==> src/rtl/dbg_auth_gate.sv <==
module dbg_auth_gate #(
  parameter int unsigned DW           = 32,
  parameter int unsigned AW           = 7,
  parameter int unsigned HSW          = 10,
  parameter logic [6:0]  KEY_ADDR     = 7'h30,
  parameter logic [6:0]  CTRL_ADDR    = 7'h10,
  parameter logic [31:0] SECRET       = 32'hC3A5_9E71,
  parameter logic [31:0] SEED         = 32'h1ACE_B00C,
  parameter logic [31:0] TAPS         = 32'h8020_0003,
  parameter bit          REQUIRE_AUTH = 1'b1
) (
  input  logic           clk,
  input  logic           rst_n,
  input  logic           wr_en,
  input  logic [AW-1:0]  wr_addr,
  input  logic [DW-1:0]  wr_data,
  output logic           wr_accept,
  output logic           authed,
  output logic [DW-1:0]  challenge,
  output logic           dm_active,
  output logic           halt_req,
  output logic           resume_req,
  output logic           hart_reset,
  output logic           sys_reset,
  output logic [HSW-1:0] hart_sel
);
  localparam int unsigned HSEL_LSB = 16;

  logic [DW-1:0] lfsr_q, lfsr_nxt;
  logic          hit_key, hit_ctrl, key_ok, rise;

  assign hit_key   = wr_en && (wr_addr == KEY_ADDR[AW-1:0]);
  assign hit_ctrl  = wr_en && (wr_addr == CTRL_ADDR[AW-1:0]);
  assign key_ok    = (wr_data == DW'(challenge + SECRET[DW-1:0]));
  assign rise      = hit_ctrl && wr_data[0] && !dm_active;
  assign wr_accept = wr_en && (authed || hit_key || hit_ctrl);
  assign lfsr_nxt  = {1'b0, lfsr_q[DW-1:1]} ^ (lfsr_q[0] ? TAPS[DW-1:0] : '0);

  always_ff @(posedge clk or negedge rst_n) begin
    if (!rst_n) begin
      lfsr_q     <= SEED[DW-1:0];
      challenge  <= SEED[DW-1:0];
      authed     <= !REQUIRE_AUTH;
      dm_active  <= 1'b0;
      halt_req   <= 1'b0;
      resume_req <= 1'b0;
      hart_reset <= 1'b0;
      sys_reset  <= 1'b0;
      hart_sel   <= '0;
    end else begin
      lfsr_q <= lfsr_nxt;
      if (rise) begin
        dm_active  <= 1'b1;
        authed     <= !REQUIRE_AUTH;
        challenge  <= lfsr_q;
        halt_req   <= !REQUIRE_AUTH && wr_data[31];
        resume_req <= !REQUIRE_AUTH && wr_data[30];
        hart_reset <= !REQUIRE_AUTH && wr_data[29];
        sys_reset  <= !REQUIRE_AUTH && wr_data[1];
        hart_sel   <= REQUIRE_AUTH ? '0 : wr_data[HSEL_LSB +: HSW];
      end else if (hit_ctrl) begin
        dm_active <= wr_data[0];
        if (authed && wr_data[0]) begin
          halt_req   <= wr_data[31];
          resume_req <= wr_data[30];
          hart_reset <= wr_data[29];
          sys_reset  <= wr_data[1];
          hart_sel   <= wr_data[HSEL_LSB +: HSW];
        end
      end else if (hit_key && REQUIRE_AUTH) begin
        if (key_ok) begin
          authed <= 1'b1;
        end else begin
          authed    <= 1'b0;
          challenge <= lfsr_q;
        end
      end
    end
  end
endmodule

==> config.mk <==
export PLATFORM = sky130hd
export DESIGN_NAME = dbg_auth_gate
export DESIGN_NICKNAME = d
export VERILOG_FILES = /design/src/rtl/dbg_auth_gate.sv
export SDC_FILE = /design/constraint.sdc
export NUM_CORES = 1
export LEC_CHECK = 0
export ABC_AREA = 0
export ABC_CLOCK_PERIOD_IN_PS = 4300
export BUFFER_PORTS_ARGS = -buffer_cell sky130_fd_sc_hd__buf_2
export CORE_MARGIN = 4
export CORE_UTILIZATION = 55
export DETAILED_ROUTE_END_ITERATION = 8
export GPL_TIMING_DRIVEN = 0
export PLACE_DENSITY = 0.79
export SLEW_MARGIN = 10
export SYNTH_ARGS = -nofsm -noshare
export SYNTH_HDL_FRONTEND = slang
export SYNTH_SLANG_ARGS = --single-unit
==> constraint.sdc <==
create_clock -name clk -period 4.3 [get_ports clk]
set_input_delay 1.075 -clock clk [delete_from_list [all_inputs] [get_ports clk]]
set_output_delay 1.075 -clock clk [all_outputs]
set_load 0.01 [all_outputs]
======== Word-level counts from Yosys, hierarchy flattened ========
Cells that the tools add are included.
word-level totals
  register bits ........................... 80
  bits of input ports ..................... 42
  output and inout bits ................... 49
  word-level logic and storage cells ...... 57
operators by class
  add/subtract/negate cells ............... 1
  equality and inequality tests ........... 5
  muxes and demuxes ....................... 26
  bitwise logic cells ..................... 1
  reductions and logical operators ........ 15
operator list
  cell                                                                     number
  32-bit 2-to-1 mux                                                        5
  32-bit adder, second input constant                                      1
  32-bit equality test                                                     1
  31-bit by 32-bit bitwise XOR with 32-bit output                          1
  10-bit 2-to-1 mux                                                        3
  1-bit 2-to-1 mux                                                         18
  7-bit by 5-bit equality test with 1-bit output, second input constant    1
  7-bit by 6-bit equality test with 1-bit output, second input constant    1
  1-bit logical AND                                                        6
  2-bit nonzero test                                                       3
  2-bit by 1-bit inequality test with 1-bit output, second input constant  2
  2-bit AND reduction                                                      2
  3-bit AND reduction                                                      1
  1-bit logical OR                                                         2
  1-bit zero test                                                          1

======== Logic depth before layout (Yosys ltp) ========
Gate-level depths: netlist of run 1.
  depth after elaboration ................. 6
  gate-level depth with buffers ........... 11
  depth with buffers taken out ............ 9

======== Worst setup path after synthesis of run 1 ========
Ideal clock, no wire load.
  path kind ............................... input-to-reg
  start ................................... input port wr_data[23]
  end ..................................... register challenge[0]
  setup time .............................. 0.125 ns
  arrival time ............................ 3.155 ns
  data required time ...................... 4.175 ns
  slack ................................... 1.019 ns
  stages .................................. 9
  buffers on the path ..................... 1
  cells stage by stage .................... xor2_1 -> a211o_1 -> o2111ai_1 -> a2111oi_0 -> nand4_1 -> nor4_2 -> a41oi_4 -> buf_6 -> mux2_4
on the way
  longest elaborated chain between the ends .. 3
ends and longest elaborated chain
  item                                                        RTL line  source
  from (decl)                                                 16        input logic [DW-1:0] wr_data,
  32-bit equality test                                        34        assign key_ok = (wr_data == DW'(challenge + SECRET[DW-1:0]));
  2-bit by 1-bit inequality test with 1-bit output (no line)  --
  3-bit AND reduction (no line)                               --
  to (signal assigned)                                        42        challenge <= SEED[DW-1:0];
  to (signal assigned)                                        55        challenge <= lfsr_q;
  to (signal assigned)                                        75        challenge <= lfsr_q;
  to (decl)                                                   19        output logic [DW-1:0] challenge,
No other way between the ends.
A chain may end at the register's enable or synchronous reset.

======== Worst setup path after layout of run 1 ========
  start ................................... register challenge[2]
  end ..................................... register challenge[16]
on the way
  longest elaborated chain between the ends .. 4
ends and longest elaborated chain
  item                                                        RTL line
  32-bit adder                                                34
  32-bit equality test                                        34
  2-bit by 1-bit inequality test with 1-bit output (no line)  --
  3-bit AND reduction (no line)                               --
No other way between the ends.

==> results of run 1 <==
[cell families (layout without fill, tap and decap cells)]
kind of cell	Yosys count	in the layout	synth area share [%]
buffers and inverters	25	131	2.73
muxes	37	37	12.2
DFF	80	80	47.2
xor gates and xnor gates	41	41	8.33
and+or+nand+nor	90	90	12.1
AOI/OAI and AO/OA	97	97	17.2
adders and majority gates	1	1	0.290
[flip-flops by register name (all words and copies together), names as in the netlist]
| signal | count |
|---|---|
| authed | 1 |
| challenge | 32 |
| dm_active | 1 |
| halt_req | 1 |
| hart_reset | 1 |
| hart_sel | 10 |
| lfsr_q | 32 |
| resume_req | 1 |
| sys_reset | 1 |
[placed cells by master (no fill, tap or decap), types with 15 or more instances in the layout]
master	synthesis	layout
xnor2_1	20	20
mux2_4	30	30
a21oi_1	17	17
dfrtp_1	54	54
buf_2	1	89
dfstp_2	26	26
xor2_1	21	21
nor2_1	15	15
[power breakdown]
group	internal, mW	total, mW	switching [mW]	leakage, nW
registers	0.754	0.755	0.000875	1.02
logic	0.0378	0.0934	0.0556	1.26
clock network	0.333	0.632	0.299	0.107
[worst max-delay path, delay by kind of cell, from the launching register on]
| family | cells | cell delay (ns) |
|---|---|---|
| AO/OA/AOI/OAI | 3 | 1.10 |
| buffers and inverters | 2 | 0.53 |
| multiplexers | 1 | 0.30 |
| AND/OR/NAND/NOR | 4 | 1.15 |
| flip-flops | 1 | 0.54 |
[metrics by stage]
step | hold slack [ns] | cells | area (um2)
after global placement | 0.356 | 562 | 4880
after global routing | 0.380 | 579 | 5130
after detailed placement | 0.359 | 563 | 4910
final | 0.373 | 579 | 5130
after CTS | 0.375 | 579 | 5130
after floorplan | 0.350 | 371 | 4310
[final timing paths]
| kind | startpoint | to | slack, ns | depth (start not counted) |
|---|---|---|---|---|
| setup / recovery | challenge[2]$_DFFE_PN1P_ | challenge[16]$_DFFE_PN0P_ | 0.57 | 10 |
| hold / removal | lfsr_q[18]$_DFF_PN1_ | lfsr_q[17]$_DFF_PN1_ | 0.37 | 0 |
| setup reg to reg | challenge[2]$_DFFE_PN1P_ | challenge[16]$_DFFE_PN0P_ | 0.57 | 10 |
| hold reg to reg | lfsr_q[18]$_DFF_PN1_ | lfsr_q[17]$_DFF_PN1_ | 0.37 | 0 |
| max in group asynchronous | rst_n | lfsr_q[19]$_DFF_PN1_ | 3.00 | 2 |
| min in group asynchronous | rst_n | resume_req$_DFFE_PN0P_ | 0.65 | 1 |
[metal layers]
metal  vias up  global-route usage, %  wire (um)
met5         -                      0          0
met2       101                   39.2       5210
met4         0                   7.71        177
li1       1597                      -          -
met3        16                   4.88        600
met1      1674                   33.1       4720
[cell type report]
type                       count  share of cell area [%]
multi-input combinational    266                    42.1
sequential                    80                    39.6
timing repair buffer          90                    9.12
tap                          102                    2.49
clock buffer                   9                    2.41
clock inverter                 7                    1.98
buffer                        17                    1.71
inverter                       8                   0.585
==> impl_metrics.env, run 1 <==
export IMPL_outcome="finished, final reports clean"
export IMPL_p_leak_nw=2.38
export IMPL_synth_area_um2=4310
export IMPL_yosys_register_bits=80
export IMPL_layout_drive_gt1_share_pct=36.7
export IMPL_wire_per_inst_um=18.5
export IMPL_rows=32
export IMPL_hold_viol=0
export IMPL_port_buffers=89
export IMPL_nFillCells=630
export IMPL_syn_to_final_growth_pct=19.0
export IMPL_ios=91
export IMPL_ant_nets=0
export IMPL_place_worst_setup_slack_ns=0.459
export IMPL_cts_tree="done"
export IMPL_hold_path_class="register to register"
export IMPL_first_iter_violations=193
export IMPL_nets=515
export IMPL_setup_viol_count_final=0
export IMPL_regArea_um2=2030
export IMPL_maxSlewViolCount=0
export IMPL_clockBufferDepth=2
export IMPL_postCtsSetupBuffers=0
export IMPL_synth_top_cells_by_count="54 x dfrtp_1, 30 x mux2_4, 26 x dfstp_2"
export IMPL_avgSynthCellArea_um2=11.6
export IMPL_cap_violations=0
export IMPL_first_pass_iters=4
export IMPL_grt_usage_pct=24.3
export IMPL_slew_headroom_pct=38.3
export IMPL_utilization_pct=66.7
export IMPL_synth_warnings=0
export IMPL_viasPerCell=5.85
export IMPL_fmax_mhz=268
export IMPL_fp_dieW_um=96.5
export IMPL_grt_max_degree=47
export IMPL_grt_pass1_wl_um=17100
export IMPL_vias=3388
export IMPL_setup_ws_ns=0.567
export IMPL_place_congestion=0.928
export IMPL_root_buffer="clkbuf_8"
export IMPL_fp_dieH_um=96.5
export IMPL_max_stage_delay_ns=0.54
export IMPL_fp_dieArea_um2=9320
export IMPL_cts_buffers_inserted=9
export IMPL_yosysTopAreaCellShare_pct=31.3
export IMPL_crit_arrival_ns=3.98
export IMPL_grt_pass1_vias=3327
export IMPL_crit_type="register to register"
export IMPL_yosysTopAreaCell="dfrtp_1"
export IMPL_drc_errors=0
export IMPL_antenna_found_initial=0
export IMPL_synth_edff_count=0
export IMPL_async_flop_share_pct=100
export IMPL_endpoint_kind="register"
export IMPL_start_kind="register"
export IMPL_cts_resized=0
export IMPL_finalPower_mw=1.48
export IMPL_grt_overflow=0
export IMPL_cts_sinks=80
export IMPL_cp_slowest_cell="dfstp_2"
export IMPL_period_share_pct=86.8
export IMPL_multiInputGateArea_um2=2160
export IMPL_synthCells=371
export IMPL_yosysUniqueCellTypes=65
export IMPL_max_slew_worst_pin_slew_ns=0.923
export IMPL_seq_area_frac_synth_pct=47.2
export IMPL_post_route_min_period_ns=3.73
export IMPL_path_max_fanout=10
export IMPL_synth_area_top_cells="dfrtp_1 31%, dfstp_2 16%, mux2_4 10%"
export IMPL_ys_flop_type="dfrtp_1"
export IMPL_mappedNetlistNets=414
export IMPL_finalSetupTns_ns=0
export IMPL_drt_total_wl_um=10700
export IMPL_ctsHoldBuffers=0
export IMPL_vdd_ir_drop_max_v=0.000259
export IMPL_clock_skew_ns=0.00764
export IMPL_yosysMostFrequentCell="dfrtp_1"
export IMPL_path_clk_slew_ns=0.09
export IMPL_initial_core_util_pct=56.1
export IMPL_core_area_um2=7690
export IMPL_required_ns=4.55
export IMPL_diodes=0
export IMPL_clk_latency_ns=0.36
export IMPL_rsz0062_at_grt="false"
export IMPL_hpwl_um=8210
export IMPL_crit_chain="clkbuf_1 > nand3_1 > a21o_1 > and3_1 > a2111oi_0 > nand4_1 > nor4_2 > a41oi_4 > buf_6 > mux2_4"
export IMPL_powerDensity_nw_per_um2=289
export IMPL_htreeDepth=3
Note: power is estimated with default switching activity, not from simulation.
==> inputs of run 2 (changes only) <==
--- a/config.mk
+++ b/config.mk
@@ -10,3 +10,3 @@
 export BUFFER_PORTS_ARGS = -buffer_cell sky130_fd_sc_hd__buf_2
-export CORE_MARGIN = 4
+export CORE_MARGIN = 2
 export CORE_UTILIZATION = 55
--- a/constraint.sdc
+++ b/constraint.sdc
@@ -3,2 +3,2 @@
 set_output_delay 1.075 -clock clk [all_outputs]
-set_load 0.01 [all_outputs]
+set_load 0.1 [all_outputs]
==> run 2 against run 1 <==
  * Power fell by 5.8%
  * Sequential share of layout area increased by 0.29 points
  * Critical path depth stayed put
  * Fmax is 0.42% higher
  * Non-clock buffer count stayed put
  * Clock skew increased by 0.0072 ns
==> impl_metrics.env, run 2 (synthesized netlist as in run 1, its figures left out) <==
export IMPL_outcome="finished, final reports clean"
export IMPL_cp_slowest_cell="a2111oi_0"
export IMPL_final_cell_mix="89 x buf_2, 54 x dfrtp_1, 30 x mux2_4"
export IMPL_vias=3400
export IMPL_setup_ws_ns=0.582
export IMPL_finalSetupTns_ns=0
export IMPL_grt_max_degree=46
export IMPL_postCtsSetupBuffers=0
export IMPL_p_leak_nw=2.37
export IMPL_powerDensity_nw_per_um2=274
export IMPL_grt_overflow=0
export IMPL_rr_startpoint="challenge[22]$_DFFE_PN1P_"
export IMPL_htreeDepth=3
export IMPL_use_met1_pct=36.9
export IMPL_crit_type="register to register"
export IMPL_post_route_min_period_ns=3.72
export IMPL_clk_latency_ns=0.36
export IMPL_gr_usage_met2_pct=39.7
export IMPL_clock_skew_ns=0.0148
export IMPL_cts_buffers_inserted=9
export IMPL_period_share_pct=86.5
export IMPL_nets=515
export IMPL_endpoint_kind="register"
export IMPL_cap_violations=0
export IMPL_cts_tree="done"
export IMPL_slew_headroom_pct=37.6
export IMPL_rsz0062_at_grt="false"
export IMPL_hold_path_class="register to register"
export IMPL_drt_total_wl_um=10600
export IMPL_grt_pass1_wl_um=17200
export IMPL_core_area_um2=7650
export IMPL_fp_dieArea_um2=8560
export IMPL_diodes=0
export IMPL_vdd_ir_drop_max_v=0.000200
export IMPL_grt_pass1_vias=3363
export IMPL_grt_busiest_layer="met2"
export IMPL_hpwl_um=7990
export IMPL_first_pass_iters=5
export IMPL_path_max_fanout=10
export IMPL_maxSlewViolCount=0
export IMPL_max_stage_delay_ns=0.60
export IMPL_grt_usage_pct=26.0
export IMPL_crit_chain="clkbuf_1 > xor2_1 > o2111ai_1 > o311ai_0 > a2111oi_0 > nand4_1 > nor4_2 > a41oi_4 > buf_6 > mux2_4"
export IMPL_ctsHoldBuffers=0
export IMPL_layout_commonest_cell="buf_2"
export IMPL_fp_dieH_um=92.5
export IMPL_path_clk_slew_ns=0.09
export IMPL_min_delay_start="lfsr_q[18]$_DFF_PN1_"
export IMPL_port_buffers=89
export IMPL_ios=91
export IMPL_setup_viol_count_final=0
export IMPL_place_congestion=0.936
export IMPL_viasPerCell=5.87
export IMPL_fp_dieW_um=92.5
export IMPL_ant_nets=0
export IMPL_drc_errors=0
export IMPL_syn_to_final_growth_pct=18.2
export IMPL_grt_use_met3_pct=3.91
export IMPL_crit_arrival_ns=3.96
export IMPL_place_worst_setup_slack_ns=0.430
export IMPL_cts_resized=0
export IMPL_startpoint="challenge[22]$_DFFE_PN1P_"
export IMPL_required_ns=4.54
export IMPL_antenna_found_initial=0
export IMPL_rows=32
export IMPL_start_kind="register"
export IMPL_fmax_mhz=269
export IMPL_root_buffer="clkbuf_8"
export IMPL_layout_drive_gt1_share_pct=36.7
export IMPL_max_slew_worst_pin_slew_ns=0.934
export IMPL_initial_core_util_pct=56.4
export IMPL_reg_top3="challenge: 32 flops, lfsr_q: 32 flops, hart_sel: 10 flops"
export IMPL_hold_viol=0
export IMPL_clockBufferDepth=2
export IMPL_cts_sinks=80
export IMPL_wire_per_inst_um=18.4
export IMPL_first_iter_violations=176
==> run 2: power by group <==
group | internal [mW] | switching, mW
sequential | 0.754 | 0.000944
clock | 0.231 | 0.305
combinational | 0.0378 | 0.0655
total | 1.02 | 0.371
==> run 2: path summary, 6_finish.rpt <==
| kind | to | slack [ns] | depth (start not counted) |
|---|---|---|---|
| max | challenge[14]$_DFFE_PN0P_ | 0.58 | 10 |
| min | lfsr_q[17]$_DFF_PN1_ | 0.37 | 0 |
| max reg2reg | challenge[14]$_DFFE_PN0P_ | 0.58 | 10 |
| min reg2reg | lfsr_q[17]$_DFF_PN1_ | 0.37 | 0 |
| max in group asynchronous | challenge[28]$_DFFE_PN1P_ | 3.00 | 2 |
| min in group asynchronous | lfsr_q[9]$_DFF_PN0_ | 0.65 | 1 |
==> run 2: final cells by class <==
class | instances | area [um2]
fillers | 587 | 2550
multi-input cells | 266 | 2160
flip-flops and latches | 80 | 2030
repair buffers | 90 | 468
clock buffers | 10 | 138
well taps | 102 | 128
plain buffers | 17 | 87.6
clock inverters | 6 | 50.0
inverters | 8 | 30.0
==> run 2: stage by stage <==
step / util (%) / instance area [um2] / hold slack, ns / total power, mW / cells
after global routing: 66.6 / 5090 / 0.381 / 1.45 / 579
after floorplan: - / 4310 / 0.350 / 0.818 / 371
final: 66.6 / 5090 / 0.371 / 1.39 / 579
after detailed placement: 64.2 / 4910 / 0.360 / 0.872 / 563
after global placement: 63.9 / 4880 / 0.355 / 0.867 / 562
after CTS: 66.6 / 5090 / 0.373 / 1.40 / 579
==> run 2: layer usage <==
layer,vias up,share of wire [%]
met1,1675,45
met5,-,0
met2,113,47
met3,25,5.1
li1,1587,-
met4,0,2.4
==> run 2: critical path: cells and delay by family (launching register included) <==
kind                      cells  cell delay (ns)
AOI/OAI and AO/OA             4             1.26
buffers and inverters         2             0.62
and+or+nand+nor               2             0.62
DFF                           1             0.54
muxes                         1             0.30
xor gates and xnor gates      1             0.25
==> inputs of run 3 (changes only) <==
- RECOVER_POWER: not set -> 50
==> run 3 against run 2 <==
  * The flow now finishes with violations (max-capacitance violations, max-slew violations)
  * Utilization is 0.25 points lower
  * Clock skew increased by 0.00091 ns
  * Final cell count stayed put
  * Power fell by 0.11%
  * Highest routed layer unchanged
  * Clock power barely moved
  * First-iteration DRC count grew 15%
  * Fmax is 0.36% higher
  * Sequential cell count did not move
  * Die area unchanged
  * Largest cell class unchanged
  * Critical path depth is the same
  * Global-route usage unchanged
==> impl_metrics.env, run 3 (synthesized netlist as in run 1, its figures left out) <==
export IMPL_outcome="finished, violations left"
export IMPL_violations="max-capacitance violations, max-slew violations"
export IMPL_syn_to_final_growth_pct=17.7
export IMPL_cap_violations=1
export IMPL_r2r_worst_path_cells=10
export IMPL_startpoint="challenge[2]$_DFFE_PN1P_"
export IMPL_fp_dieW_um=92.5
export IMPL_setup_ws_ns=0.595
export IMPL_place_congestion=0.936
export IMPL_cts_sinks=80
export IMPL_viasPerCell=5.93
export IMPL_min_delay_start="lfsr_q[20]$_DFF_PN0_"
export IMPL_antenna_found_initial=0
export IMPL_utilization_pct=66.4
export IMPL_fmax_mhz=270
export IMPL_stdcell_count=579
export IMPL_slew_headroom_pct=-21.8
export IMPL_dpl_cell_count=563
export IMPL_crit_chain="clkbuf_1 > nand3_1 > a21o_1 > and3_1 > a2111oi_0 > nand4_1 > nor4_2 > a41oi_4 > buf_6 > mux2_4"
export IMPL_core_area_um2=7650
export IMPL_endpoint_kind="register"
export IMPL_cp_slowest_cell="dfstp_2"
export IMPL_drc_errors=0
export IMPL_clock_skew_ns=0.0158
export IMPL_whs_path_depth=0
export IMPL_powerDensity_nw_per_um2=274
export IMPL_fp_dieH_um=92.5
export IMPL_rsz0062_at_grt="false"
export IMPL_finalPower_mw=1.39
export IMPL_cts_buffers_inserted=9
export IMPL_initial_core_util_pct=56.4
export IMPL_layout_drive_gt1_share_pct=34.0
export IMPL_clockBufferDepth=2
export IMPL_maxSlewViolCount=37
export IMPL_vdd_ir_drop_max_v=0.000199
export IMPL_period_share_pct=86.2
export IMPL_layout_commonest_cell="buf_2"
export IMPL_cts_resized=0
export IMPL_hpwl_um=7990
export IMPL_grt_overflow=0
export IMPL_first_pass_iters=5
export IMPL_htreeDepth=3
export IMPL_vias=3431
export IMPL_start_kind="register"
export IMPL_ant_nets=0
export IMPL_fp_dieArea_um2=8560
export IMPL_max_slew_worst_pin_slew_ns=1.83
export IMPL_p_leak_nw=2.36
export IMPL_final_cell_mix="89 x buf_2, 54 x dfrtp_1, 30 x mux2_4"
export IMPL_rr_startpoint="challenge[2]$_DFFE_PN1P_"
export IMPL_postCtsSetupBuffers=0
export IMPL_finalSetupTns_ns=0
export IMPL_diodes=0
export IMPL_reg_top3="challenge: 32 flops, lfsr_q: 32 flops, hart_sel: 10 flops"
export IMPL_path_clk_slew_ns=0.09
export IMPL_wire_per_inst_um=18.4
export IMPL_cts_tree="done"
export IMPL_ios=91
export IMPL_nets=515
export IMPL_hold_path_class="register to register"
export IMPL_first_iter_violations=203
export IMPL_rows=32
export IMPL_required_ns=4.54
export IMPL_grt_pass1_wl_um=17200
export IMPL_post_route_min_period_ns=3.70
export IMPL_grt_pass1_vias=3363
export IMPL_path_max_fanout=10
export IMPL_max_stage_delay_ns=0.55
export IMPL_port_buffers=89
export IMPL_root_buffer="clkbuf_8"
export IMPL_setup_viol_count_final=0
export IMPL_grt_max_degree=46
export IMPL_crit_arrival_ns=3.95
export IMPL_grt_usage_pct=26.0
export IMPL_crit_type="register to register"
export IMPL_hold_viol=0
export IMPL_clk_latency_ns=0.37
export IMPL_ctsHoldBuffers=0
export IMPL_drt_total_wl_um=10700
export IMPL_place_worst_setup_slack_ns=0.430
run 3: cell types whose count changed in the layout (fill, tap and decap cells not counted):
| cell | before | now |
|---|---|---|
| dfstp_2 | 26 | 14 |
| clkbuf_2 | 0 | 1 |
| buf_12 | 1 | 0 |
| dfstp_1 | 0 | 12 |
| buf_4 | 1 | 0 |
| clkbuf_1 | 13 | 14 |
run 3: metal layers:
metal / track usage, % / wire (um)
met1: 36.9 / 4860
met2: 39.7 / 4980
met3: 3.91 / 567
met4: 11.2 / 256
met5: 0 / 0
run 3: through the flow:
step                hold WS [ns]  instance area [um2]
floorplan                  0.350                 4310
global placement           0.355                 4880
detailed placement         0.360                 4910
CTS                        0.373                 5090
global route               0.395                 5070
finish                     0.382                 5070
run 3: report_power, final:
| group | internal [mW] | switching [mW] | leakage [nW] |
|---|---|---|---|
| clock network | 0.232 | 0.306 | 0.0895 |
| logic | 0.0357 | 0.0654 | 1.25 |
| registers | 0.754 | 0.000940 | 1.02 |
run 3: cell type report:
cell class / instances / area, um2
Fill cell: 591 / 2570
Clock inverter: 6 / 50.0
Timing Repair Buffer: 90 / 449
Sequential cell: 80 / 2030
Buffer: 17 / 87.6
Clock buffer: 10 / 138
Multi-Input combinational cell: 266 / 2160
Inverter: 8 / 30.0
Tap cell: 102 / 128
run 3: final timing paths:
kind                                             end  slack (ns)
setup / recovery           challenge[14]$_DFFE_PN0P_        0.60
hold / removal                  lfsr_q[19]$_DFF_PN1_        0.38
setup reg to reg           challenge[14]$_DFFE_PN0P_        0.60
hold reg to reg                 lfsr_q[19]$_DFF_PN1_        0.38
max in group asynchronous       lfsr_q[21]$_DFF_PN0_        1.23
min in group asynchronous        lfsr_q[9]$_DFF_PN0_        1.19
run 3: worst max-delay path: cells and delay by family, from the launching register on:
family,cells,cell delay (ns)
muxes,1,0.30
and+or+nand+nor,4,1.11
AOI/OAI and AO/OA,3,1.01
buffers and inverters,2,0.59
DFF,1,0.55
